File: src/rtl/uart_rx_pkg.sv
package uart_rx_pkg;
  typedef enum logic [1:0] {
    CMD_NOP   = 2'b00,
    CMD_ON    = 2'b01,
    CMD_OFF   = 2'b10,
    CMD_RSVD  = 2'b11
  } rx_cmd_e;

  typedef enum logic [1:0] {
    FR_IDLE,
    FR_START,
    FR_DATA,
    FR_STOP
  } fr_state_e;
endpackage

File: src/rtl/rx_sync.sv
module rx_sync #(
  parameter int STAGES = 2
) (
  input  logic clk_i,
  input  logic rst_ni,
  input  logic d_i,
  output logic q_o
);
  logic [STAGES-1:0] sh_q;

  always_ff @(posedge clk_i or negedge rst_ni) begin
    if (!rst_ni) sh_q <= '1;
    else         sh_q <= {sh_q[STAGES-2:0], d_i};
  end

  assign q_o = sh_q[STAGES-1];
endmodule

File: src/rtl/rx_framer.sv
module rx_framer
  import uart_rx_pkg::*;
#(
  parameter int DATA_W = 8,
  parameter int OSR    = 16
) (
  input  logic              clk_i,
  input  logic              rst_ni,
  input  logic              tick_i,
  input  logic              run_i,
  input  logic              restart_i,
  input  logic              rx_i,
  output logic              push_o,
  output logic [DATA_W-1:0] data_o,
  output logic              ferr_o,
  output logic              busy_o
);
  localparam int CNT_W = $clog2(OSR);
  localparam int BIT_W = $clog2(DATA_W);
  localparam logic [CNT_W-1:0] MID  = CNT_W'(OSR/2 - 1);
  localparam logic [CNT_W-1:0] LAST = CNT_W'(OSR - 1);
  localparam logic [BIT_W-1:0] TOP  = BIT_W'(DATA_W - 1);

  fr_state_e         st_q;
  logic [CNT_W-1:0]  cnt_q;
  logic [BIT_W-1:0]  bit_q;
  logic [DATA_W-1:0] sh_q;

  always_ff @(posedge clk_i or negedge rst_ni) begin
    if (!rst_ni) begin
      st_q   <= FR_IDLE;
      cnt_q  <= '0;
      bit_q  <= '0;
      sh_q   <= '0;
      push_o <= 1'b0;
      data_o <= '0;
      ferr_o <= 1'b0;
    end else begin
      push_o <= 1'b0;
      if (!run_i || restart_i) begin
        st_q  <= FR_IDLE;
        cnt_q <= '0;
        bit_q <= '0;
      end else if (tick_i) begin
        unique case (st_q)
          FR_IDLE: begin
            cnt_q <= '0;
            if (!rx_i) st_q <= FR_START;
          end
          FR_START: begin
            cnt_q <= cnt_q + 1'b1;
            if (cnt_q == MID) begin
              cnt_q <= '0;
              bit_q <= '0;
              st_q  <= rx_i ? FR_IDLE : FR_DATA;  // reject glitch
            end
          end
          FR_DATA: begin
            cnt_q <= cnt_q + 1'b1;
            if (cnt_q == LAST) begin
              cnt_q <= '0;
              sh_q  <= {rx_i, sh_q[DATA_W-1:1]};
              bit_q <= bit_q + 1'b1;
              if (bit_q == TOP) st_q <= FR_STOP;
            end
          end
          FR_STOP: begin
            cnt_q <= cnt_q + 1'b1;
            if (cnt_q == LAST) begin
              cnt_q  <= '0;
              push_o <= 1'b1;
              data_o <= sh_q;
              ferr_o <= ~rx_i;
              st_q   <= FR_IDLE;
            end
          end
          default: st_q <= FR_IDLE;
        endcase
      end
    end
  end

  assign busy_o = (st_q != FR_IDLE);
endmodule

File: src/rtl/rx_fifo.sv
module rx_fifo #(
  parameter int WIDTH = 9,
  parameter int DEPTH = 3
) (
  input  logic             clk_i,
  input  logic             rst_ni,
  input  logic             push_i,
  input  logic [WIDTH-1:0] wdata_i,
  input  logic             pop_i,
  input  logic             ovr_clr_i,
  output logic [WIDTH-1:0] head_o,
  output logic             empty_o,
  output logic             overrun_o
);
  localparam int PTR_W = (DEPTH > 1) ? $clog2(DEPTH) : 1;
  localparam int CNT_W = $clog2(DEPTH + 1);
  localparam logic [PTR_W-1:0] PTR_MAX = PTR_W'(DEPTH - 1);
  localparam logic [CNT_W-1:0] CNT_MAX = CNT_W'(DEPTH);

  logic [WIDTH-1:0] mem_q [DEPTH];
  logic [PTR_W-1:0] rd_q, wr_q;
  logic [CNT_W-1:0] cnt_q;
  logic             full, do_pop, do_push, drop;

  assign empty_o = (cnt_q == '0);
  assign full    = (cnt_q == CNT_MAX);
  assign do_pop  = pop_i && !empty_o;
  assign do_push = push_i && (!full || do_pop);
  assign drop    = push_i && !do_push;

  function automatic logic [PTR_W-1:0] nxt(input logic [PTR_W-1:0] p);
    return (p == PTR_MAX) ? '0 : p + 1'b1;
  endfunction

  always_ff @(posedge clk_i or negedge rst_ni) begin
    if (!rst_ni) begin
      rd_q  <= '0;
      wr_q  <= '0;
      cnt_q <= '0;
    end else begin
      if (do_pop)  rd_q <= nxt(rd_q);
      if (do_push) wr_q <= nxt(wr_q);
      if (do_push && !do_pop)      cnt_q <= cnt_q + 1'b1;
      else if (do_pop && !do_push) cnt_q <= cnt_q - 1'b1;
    end
  end

  for (genvar i = 0; i < DEPTH; i++) begin : g_slot
    always_ff @(posedge clk_i or negedge rst_ni) begin
      if (!rst_ni)                                 mem_q[i] <= '0;
      else if (do_push && wr_q == PTR_W'(i))       mem_q[i] <= wdata_i;
    end
  end

  always_ff @(posedge clk_i or negedge rst_ni) begin
    if (!rst_ni)        overrun_o <= 1'b0;
    else if (drop)      overrun_o <= 1'b1;  // set beats clear
    else if (ovr_clr_i) overrun_o <= 1'b0;
  end

  assign head_o = mem_q[rd_q];
endmodule

File: src/rtl/uart_rx_chan.sv
module uart_rx_chan
  import uart_rx_pkg::*;
#(
  parameter int DATA_W = 8,
  parameter int OSR    = 16,
  parameter int DEPTH  = 3
) (
  input  logic              clk_i,
  input  logic              rst_ni,
  input  logic              tick16_i,
  input  logic              rx_i,
  input  logic              cmd_we_i,
  input  logic [1:0]        cmd_i,
  input  logic              loopback_i,
  input  logic              multidrop_i,
  input  logic              stop_i,
  input  logic              rd_i,
  input  logic              ovr_clr_i,
  output logic [DATA_W-1:0] rd_data_o,
  output logic              rd_ferr_o,
  output logic              rx_ready_o,
  output logic              overrun_o
);
  localparam int ENT_W = DATA_W + 1;

  logic              rx_s;
  logic              rx_en_q, rx_en_d;
  logic              run, restart;
  logic              fr_push, fr_ferr, fr_busy;
  logic [DATA_W-1:0] fr_data;
  logic [ENT_W-1:0]  head;
  logic              empty;

  always_comb begin
    rx_en_d = rx_en_q;
    if (cmd_we_i) begin
      unique case (rx_cmd_e'(cmd_i))
        CMD_ON:  rx_en_d = 1'b1;
        CMD_OFF: rx_en_d = 1'b0;
        default: rx_en_d = rx_en_q;  // nop and reserved
      endcase
    end
  end

  always_ff @(posedge clk_i or negedge rst_ni) begin
    if (!rst_ni) rx_en_q <= 1'b0;
    else         rx_en_q <= rx_en_d;
  end

  // Decoded from the incoming command so the abort lands on the same edge.
  assign run     = rx_en_d | loopback_i | multidrop_i;
  assign restart = cmd_we_i && (cmd_i == CMD_ON) && !rx_en_q && !multidrop_i;

  rx_sync #(.STAGES(2)) u_sync (
    .clk_i (clk_i),
    .rst_ni(rst_ni),
    .d_i   (rx_i),
    .q_o   (rx_s)
  );

  rx_framer #(.DATA_W(DATA_W), .OSR(OSR)) u_framer (
    .clk_i    (clk_i),
    .rst_ni   (rst_ni),
    .tick_i   (tick16_i),
    .run_i    (run),
    .restart_i(restart),
    .rx_i     (rx_s),
    .push_o   (fr_push),
    .data_o   (fr_data),
    .ferr_o   (fr_ferr),
    .busy_o   (fr_busy)
  );

  rx_fifo #(.WIDTH(ENT_W), .DEPTH(DEPTH)) u_fifo (
    .clk_i    (clk_i),
    .rst_ni   (rst_ni),
    .push_i   (fr_push),
    .wdata_i  ({fr_ferr, fr_data}),
    .pop_i    (rd_i && !stop_i),
    .ovr_clr_i(ovr_clr_i),
    .head_o   (head),
    .empty_o  (empty),
    .overrun_o(overrun_o)
  );

  assign rx_ready_o = !empty;
  assign rd_data_o  = stop_i ? '0 : head[DATA_W-1:0];
  assign rd_ferr_o  = stop_i ? 1'b0 : head[DATA_W];
endmodule

File: config.mk
export PLATFORM = sky130hd
export DESIGN_NAME = uart_rx_chan
export DESIGN_NICKNAME = d
export VERILOG_FILES = /design/src/rtl/uart_rx_pkg.sv /design/src/rtl/rx_sync.sv /design/src/rtl/rx_framer.sv /design/src/rtl/rx_fifo.sv /design/src/rtl/uart_rx_chan.sv
export SDC_FILE = /design/constraint.sdc
export NUM_CORES = 1
export LEC_CHECK = 0
export BUFFER_PORTS_ARGS = -buffer_cell sky130_fd_sc_hd__buf_2
export CAP_MARGIN = 30
export CORE_MARGIN = 5
export CORE_UTILIZATION = 40
export CTS_CLUSTER_SIZE = 10
export DETAILED_ROUTE_END_ITERATION = 16
export GPL_TIMING_DRIVEN = 1
export SYNTH_ARGS = -nofsm -noshare
export SYNTH_HDL_FRONTEND = slang
export SYNTH_SLANG_ARGS = --single-unit
File: constraint.sdc
create_clock -name clk_i -period 1.7 [get_ports clk_i]
set_input_delay 0.085 -clock clk_i [delete_from_list [all_inputs] [get_ports clk_i]]
set_output_delay 0.085 -clock clk_i [all_outputs]
set_load 0.01 [all_outputs]
### Yosys cells after proc, flatten, opt, wreduce, memory -nomap -nowiden

Cells that the tools add are included.

* register bits after elaboration: 64
* input bits: 12
* output and inout port bits: 11
* logic and storage cells: 115

* add/subtract/negate cells: 6
* $lt $le $gt $ge: 1
* equality and inequality tests: 17
* muxes and demuxes: 36
* bitwise gates (word level): 5
* reductions and logical operators: 34

Operator list (count)
* $mux 2: 12
* $bmux 9 s2: 1
* $mux 9: 2
* $mux 4: 4
* $eq 2x2->1 const B: 6
* $logic_and 1x1->1: 12
* $mux 3: 4
* $ne 3x1->1 const B: 4
* $pmux 4 s3: 1
* $reduce_and 4->1: 3
* $logic_not 1->1: 8
* $mux 1: 8
* $mux 8: 1
* $pmux 2 s4: 1
* $add 2x1->2 const B: 3
* $eq 2x1->1 const B: 3
* $logic_not 2->1: 3
* $pmux 3 s2: 1
* $reduce_and 6->1: 1
* $reduce_bool 2->1: 3
* $add 4x1->4 const B: 1
* $eq 4x3->1 const B: 1
* $eq 4x4->1 const B: 1
* $add 3x1->3 const B: 1
* other kinds (11): 14

### Logic depth before layout (Yosys ltp)

* depth in word-level cells: 9
* depth in mapped cells: 8
* depth with buffers taken out: 7

### Hierarchy

A second synthesis with hierarchy kept.

* cells, all modules: 242
* area, all modules: 3022.9 um2

Modules (own cells, without submodules)
* rx_fifo: instances 1, cells each 117, area each 1530.2 um2, seq. area each 850.8 um2
* rx_framer: instances 1, cells each 103, area each 1288.7 um2, seq. area each 675.6 um2
* uart_rx_chan: instances 1, cells each 20, area each 151.4 um2, seq. area each 25.0 um2
* rx_sync: instances 1, cells each 2, area each 52.6 um2, seq. area each 52.6 um2

### Worst setup path after synthesis

OpenSTA, ideal clock, no wires.

* path type: input port to flip-flop
* start point: in cmd_i[1]
* end point: reg u_framer.data_o[0]
* library setup time: 0.125 ns
* data arrival time: 1.568 ns
* data required time: 1.575 ns
* setup slack: 0.007 ns
* stages on the path: 6
* buffers on the path: 0
* cells stage by stage: inv_1 -> ha_1 -> nand2b_1 -> o32a_1 -> o2111ai_4 -> mux2_2

* cells in the longest elaborated chain, start to end: 9
* elaborated cells between the ends (all ways): 13
* those cells by class: eq/ne: 2; mux: 2; bitwise: 3; reduce/logical: 6

Ends and longest elaborated chain
* start, declared: line uart_rx_chan.sv:13 `input logic [1:0] cmd_i,`
* $eq 2x2->1 or $eq 2x1->1 (tied branches): line uart_rx_chan.sv:37, uart_rx_chan.sv:52
* $pmux 1 s2: line uart_rx_chan.sv:37 `unique case (rx_cmd_e'(cmd_i))`
* $mux 1: line uart_rx_chan.sv:36 `if (cmd_we_i) begin`
* $or 1x1->1 (2 in a row): line uart_rx_chan.sv:51 `assign run = rx_en_d | loopback_i | multidrop_i;`
* $logic_not 1->1: line rx_framer.sv:40 `if (!run_i || restart_i) begin`
* $logic_or 1x1->1 (*): line rx_framer.sv:40
* $not 1->1 (no source line) (*)
* $reduce_and 4->1 (no source line) (*)
* end signal, assigned: line rx_framer.sv:72 `data_o <= sh_q;`
* end, declared: line rx_framer.sv:14 `output logic [DATA_W-1:0] data_o,`

Every way passes the cells marked *; elsewhere a longest branch is shown, timed or not.
A chain may end at the register's enable or synchronous reset.

### Final worst setup path

* start point: reg u_framer.st_q[0]
* end point: reg u_framer.cnt_q[3]

* cells in the longest elaborated chain, start to end: 5
* elaborated cells between the ends (all ways): 8
* those cells by class: eq/ne: 3; mux: 3; reduce/logical: 2

Ends and longest elaborated chain
* start, declared: line rx_framer.sv:24 `fr_state_e st_q;`
* start signal, assigned: line rx_framer.sv:55 `st_q <= rx_i ? FR_IDLE : FR_DATA;`
* $eq 2x2->1: line rx_framer.sv:45 `unique case (st_q)`
* $reduce_or 2->1 (no source line)
* $pmux 4 s3 (*): line rx_framer.sv:45
* $mux 4 (*): line rx_framer.sv:44 `end else if (tick_i) begin`
* $mux 4 (*): line rx_framer.sv:40
* end signal, assigned: line rx_framer.sv:51 `cnt_q <= cnt_q + 1'b1;`
* end signal, assigned: line rx_framer.sv:59 `cnt_q <= cnt_q + 1'b1;`
* end signal, assigned: line rx_framer.sv:68 `cnt_q <= cnt_q + 1'b1;`
* end, declared: line rx_framer.sv:25 `logic [CNT_W-1:0] cnt_q;`

Every way passes the cells marked *; elsewhere a longest branch is shown, timed or not. The select of a mux whose other input is x is not followed.

==> flow_metrics.tcl <==
set metrics [dict create \
    status "finished clean" \
    p_leak_nw 1.95 \
    dr_total_vias 2075 \
    grt_usage_pct 13.5 \
    slowest_delay_ns 0.44 \
    grt_pass1_vias 2121 \
    grt_max_degree 25 \
    ys_ff_latch 64 \
    port_buffers 22 \
    min_period_over_period_pct 97.1 \
    antenna_found_initial 0 \
    avgSynthCellArea_sq_um 12.4 \
    synth_cells 252 \
    power_switching_mw 0.978 \
    slew_headroom_pct 63.9 \
    grt_pass1_wl_mm 10.4 \
    p_int_mw 2.62 \
    ys.flop_type "dfrtp_1" \
    holdWs_ns 0.133 \
    cp_cell_sequence "inv_2 > buf_4 > ha_1 > a2111oi_4 > nand3_1 > a31oi_1" \
    area_growth_pct 23.7 \
    ant_nets 0 \
    use_met3_pct 4.74 \
    synth_top_area_share_pct 49.6 \
    fin_area_sq_mm 0.00387 \
    fmax_ghz 0.606 \
    cts_made_buffers 9 \
    die_width_microns 98.5 \
    power_density_mw_per_mm2 930 \
    maxCapViolCount 0 \
    slowest_stage "dfrtp_2" \
    path_max_fanout 4 \
    firstDrtPassIters 4 \
    drc 0 \
    cp.arrival_ns 1.91 \
    met2_usage_pct 21.1 \
    synth_area_leaders "dfrtp_1, mux2_2, mux2_4" \
    yosysTopAreaCell "dfrtp_1" \
    grt-busiest-layer "met2" \
    rows 32 \
    ys_types 48 \
    hp-class "in2reg" \
    syn_nets 274 \
    worstSetupStartpointType "flop" \
    worstSkewPairLatency_ns 0.34 \
    drt_iter0_markers 43 \
    fp.coreArea_sq_mm 0.00769 \
    fin_worst_skew_ns 0.0118 \
    antenna_cells 0 \
    ys_warn_count 0 \
    setup_violations 0 \
    dp.final_hpwl_mm 4.26 \
    clockBufferDepth 2 \
    slew_violations 0 \
    wl_per_cell_microns 14.5 \
    cts.clk_slew.worst_paths_ns 0.07 \
    cts_tree "built" \
    worst_slew_pin_slew_ns 0.541 \
    rsz0062_at_grt "true" \
    sequentialPowerShare_pct 44.7 \
    synth-edff-count 0 \
    fin_nets 332 \
    via_per_inst 4.98 \
    period_needed_ns 1.65 \
    gp_congestion 0.741 \
    place_area_sq_mm 0.00353 \
    worstSetupPathType "reg2reg" \
    worstSetupEndpointType "flop" \
    combPwrFrac_pct 19.2 \
    start_util_pct 40.7 \
    ios 23 \
    synth_area_sq_mm 0.00313 \
    layout_common_cells "dfrtp_1, mux2_2, buf_4" \
    ir_worst_vdd_uv 672 \
    sw_frac_of_total_pct 27.1 \
    wirelength_mm 6.05 \
    async_reset_ff_share_pct 100 \
    required_ns 1.96 \
    cts.sinks 64 \
    hold_viol 0 \
    root_buffer "clkbuf_8" \
    synth_seq_area_share_pct 51.2 \
    cts-htree-levels 3 \
    gr-total-overflow 0 \
    pwr-share-clk_pct 36.1 \
    dieArea_sq_mm 0.00970 \
    mostFrequentLayoutCell "dfrtp_1" \
    use_met1_pct 17.6 \
    die_height_microns 98.5 \
    drive_gt1_share_pct 44.4 \
]
## cell families (layout without fill, tap and decap cells)
| kind of cell | count (synthesis) | after routing | share of synthesized area (%) |
|---|---|---|---|
| and+or+nand+nor | 64 | 64 | 11.0 |
| buffers and inverters | 20 | 83 | 3.28 |
| adders and majority gates | 10 | 10 | 4.00 |
| DFF | 64 | 64 | 51.2 |
| xor gates and xnor gates | 3 | 3 | 0.839 |
| muxes | 56 | 56 | 20.8 |
| AOI/OAI and AO/OA | 35 | 35 | 8.79 |
## power by group through the flow
stage / clock network, mW / registers (mW) / logic (mW)
finish: 1.30 / 1.61 / 0.690
global route: 1.41 / 1.61 / 0.761
detailed placement: 0 / 1.62 / 0.593
floorplan: 0 / 1.62 / 0.317
global placement: 0 / 1.62 / 0.587
CTS: 1.35 / 1.59 / 0.602
## worst paths after layout
kind | startpoint | to | slack (ns) | cells past startpoint
setup / recovery | u_framer.st_q[0]$_DFFE_PN0P_ | u_framer.cnt_q[3]$_DFFE_PN0N_ | 0.05 | 6
hold / removal | tick16_i | u_framer.cnt_q[0]$_DFFE_PN0N_ | 0.13 | 3
setup reg to reg | u_framer.st_q[0]$_DFFE_PN0P_ | u_framer.cnt_q[3]$_DFFE_PN0N_ | 0.05 | 6
hold reg to reg | u_sync.sh_q[0]$_DFF_PN1_ | u_sync.sh_q[1]$_DFF_PN1_ | 0.37 | 0
max in group asynchronous | rst_ni | u_sync.sh_q[1]$_DFF_PN1_ | 0.80 | 3
min in group asynchronous | rst_ni | u_fifo.mem_q[1]$_DFFE_PN0P_ | 0.26 | 2
## metal layers
metal	wire length, microns	up-vias	part of all wire [%]
met5	0	-	0
met4	102	0	1.7
met3	230	9	3.8
met2	2930	30	48
met1	2780	1029	46
li1	-	1007	-
## sequential cells by signal, summed over array words and instances (netlist names), 3 cells and up
| register | flops |
|---|---|
| u_fifo.mem_q | 27 |
| u_framer.data_o | 8 |
| u_framer.bit_q | 3 |
| u_framer.cnt_q | 4 |
| u_framer.sh_q | 8 |
## cell type report
class | instances | area, sq um
Multi-Input combinational cell | 168 | 1500
Clock buffer | 11 | 141
Inverter | 11 | 41.3
Sequential cell | 64 | 1610
Clock inverter | 5 | 56.3
Fill cell | 717 | 3810
Timing Repair Buffer | 56 | 402
Tap cell | 102 | 128
## Yosys cell counts, types with 2 or more instances
cell and instances:
mux2_2 37, inv_1 11, o21ai_0 3, clkbuf_1 2, dfrtp_1 62, nor2b_1 5, o2111ai_4 2, mux2i_1 10
buf_6 3, dfstp_2 2, ha_1 10, nand3b_1 2, and3_1 3, nor2_1 25, or3b_1 2, xor2_1 2
a21oi_1 17, nand2_1 10, nand3_1 4, buf_2 4, mux2_4 9
## critical path, delay by kind of cell (launching register included)
kind                       cells  cell delay [ns]
adders and majority gates      1             0.24
DFF                            1             0.44
and+or+nand+nor                1             0.13
buffers and inverters          2             0.21
AOI/OAI and AO/OA              2             0.57
## timing repair
action                                  in CTS  in global routing
hold endpoints to repair                    23                  0
pin swaps                                    1                  6
hold buffers                                 3                  0
setup buffers                                0                  4
endpoints found under the setup margin       9                 34
gates resized for setup                      1                 20
## stage by stage
stage                     setup slack, ns  utilization (%)  total power [mW]  TNS (ns)  instances
after global placement             -0.140             46.0              2.21     -2.13        394
after CTS                         -0.0841             49.0              3.54    -0.157        413
after floorplan                   0.00747                -              1.94         0        252
after global routing              -0.0538             50.4              3.79    -0.164        417
final                              0.0490             50.4              3.60         0        417
after detailed placement           -0.191             46.0              2.22     -2.87        394
(Power assumes the default switching activity.)
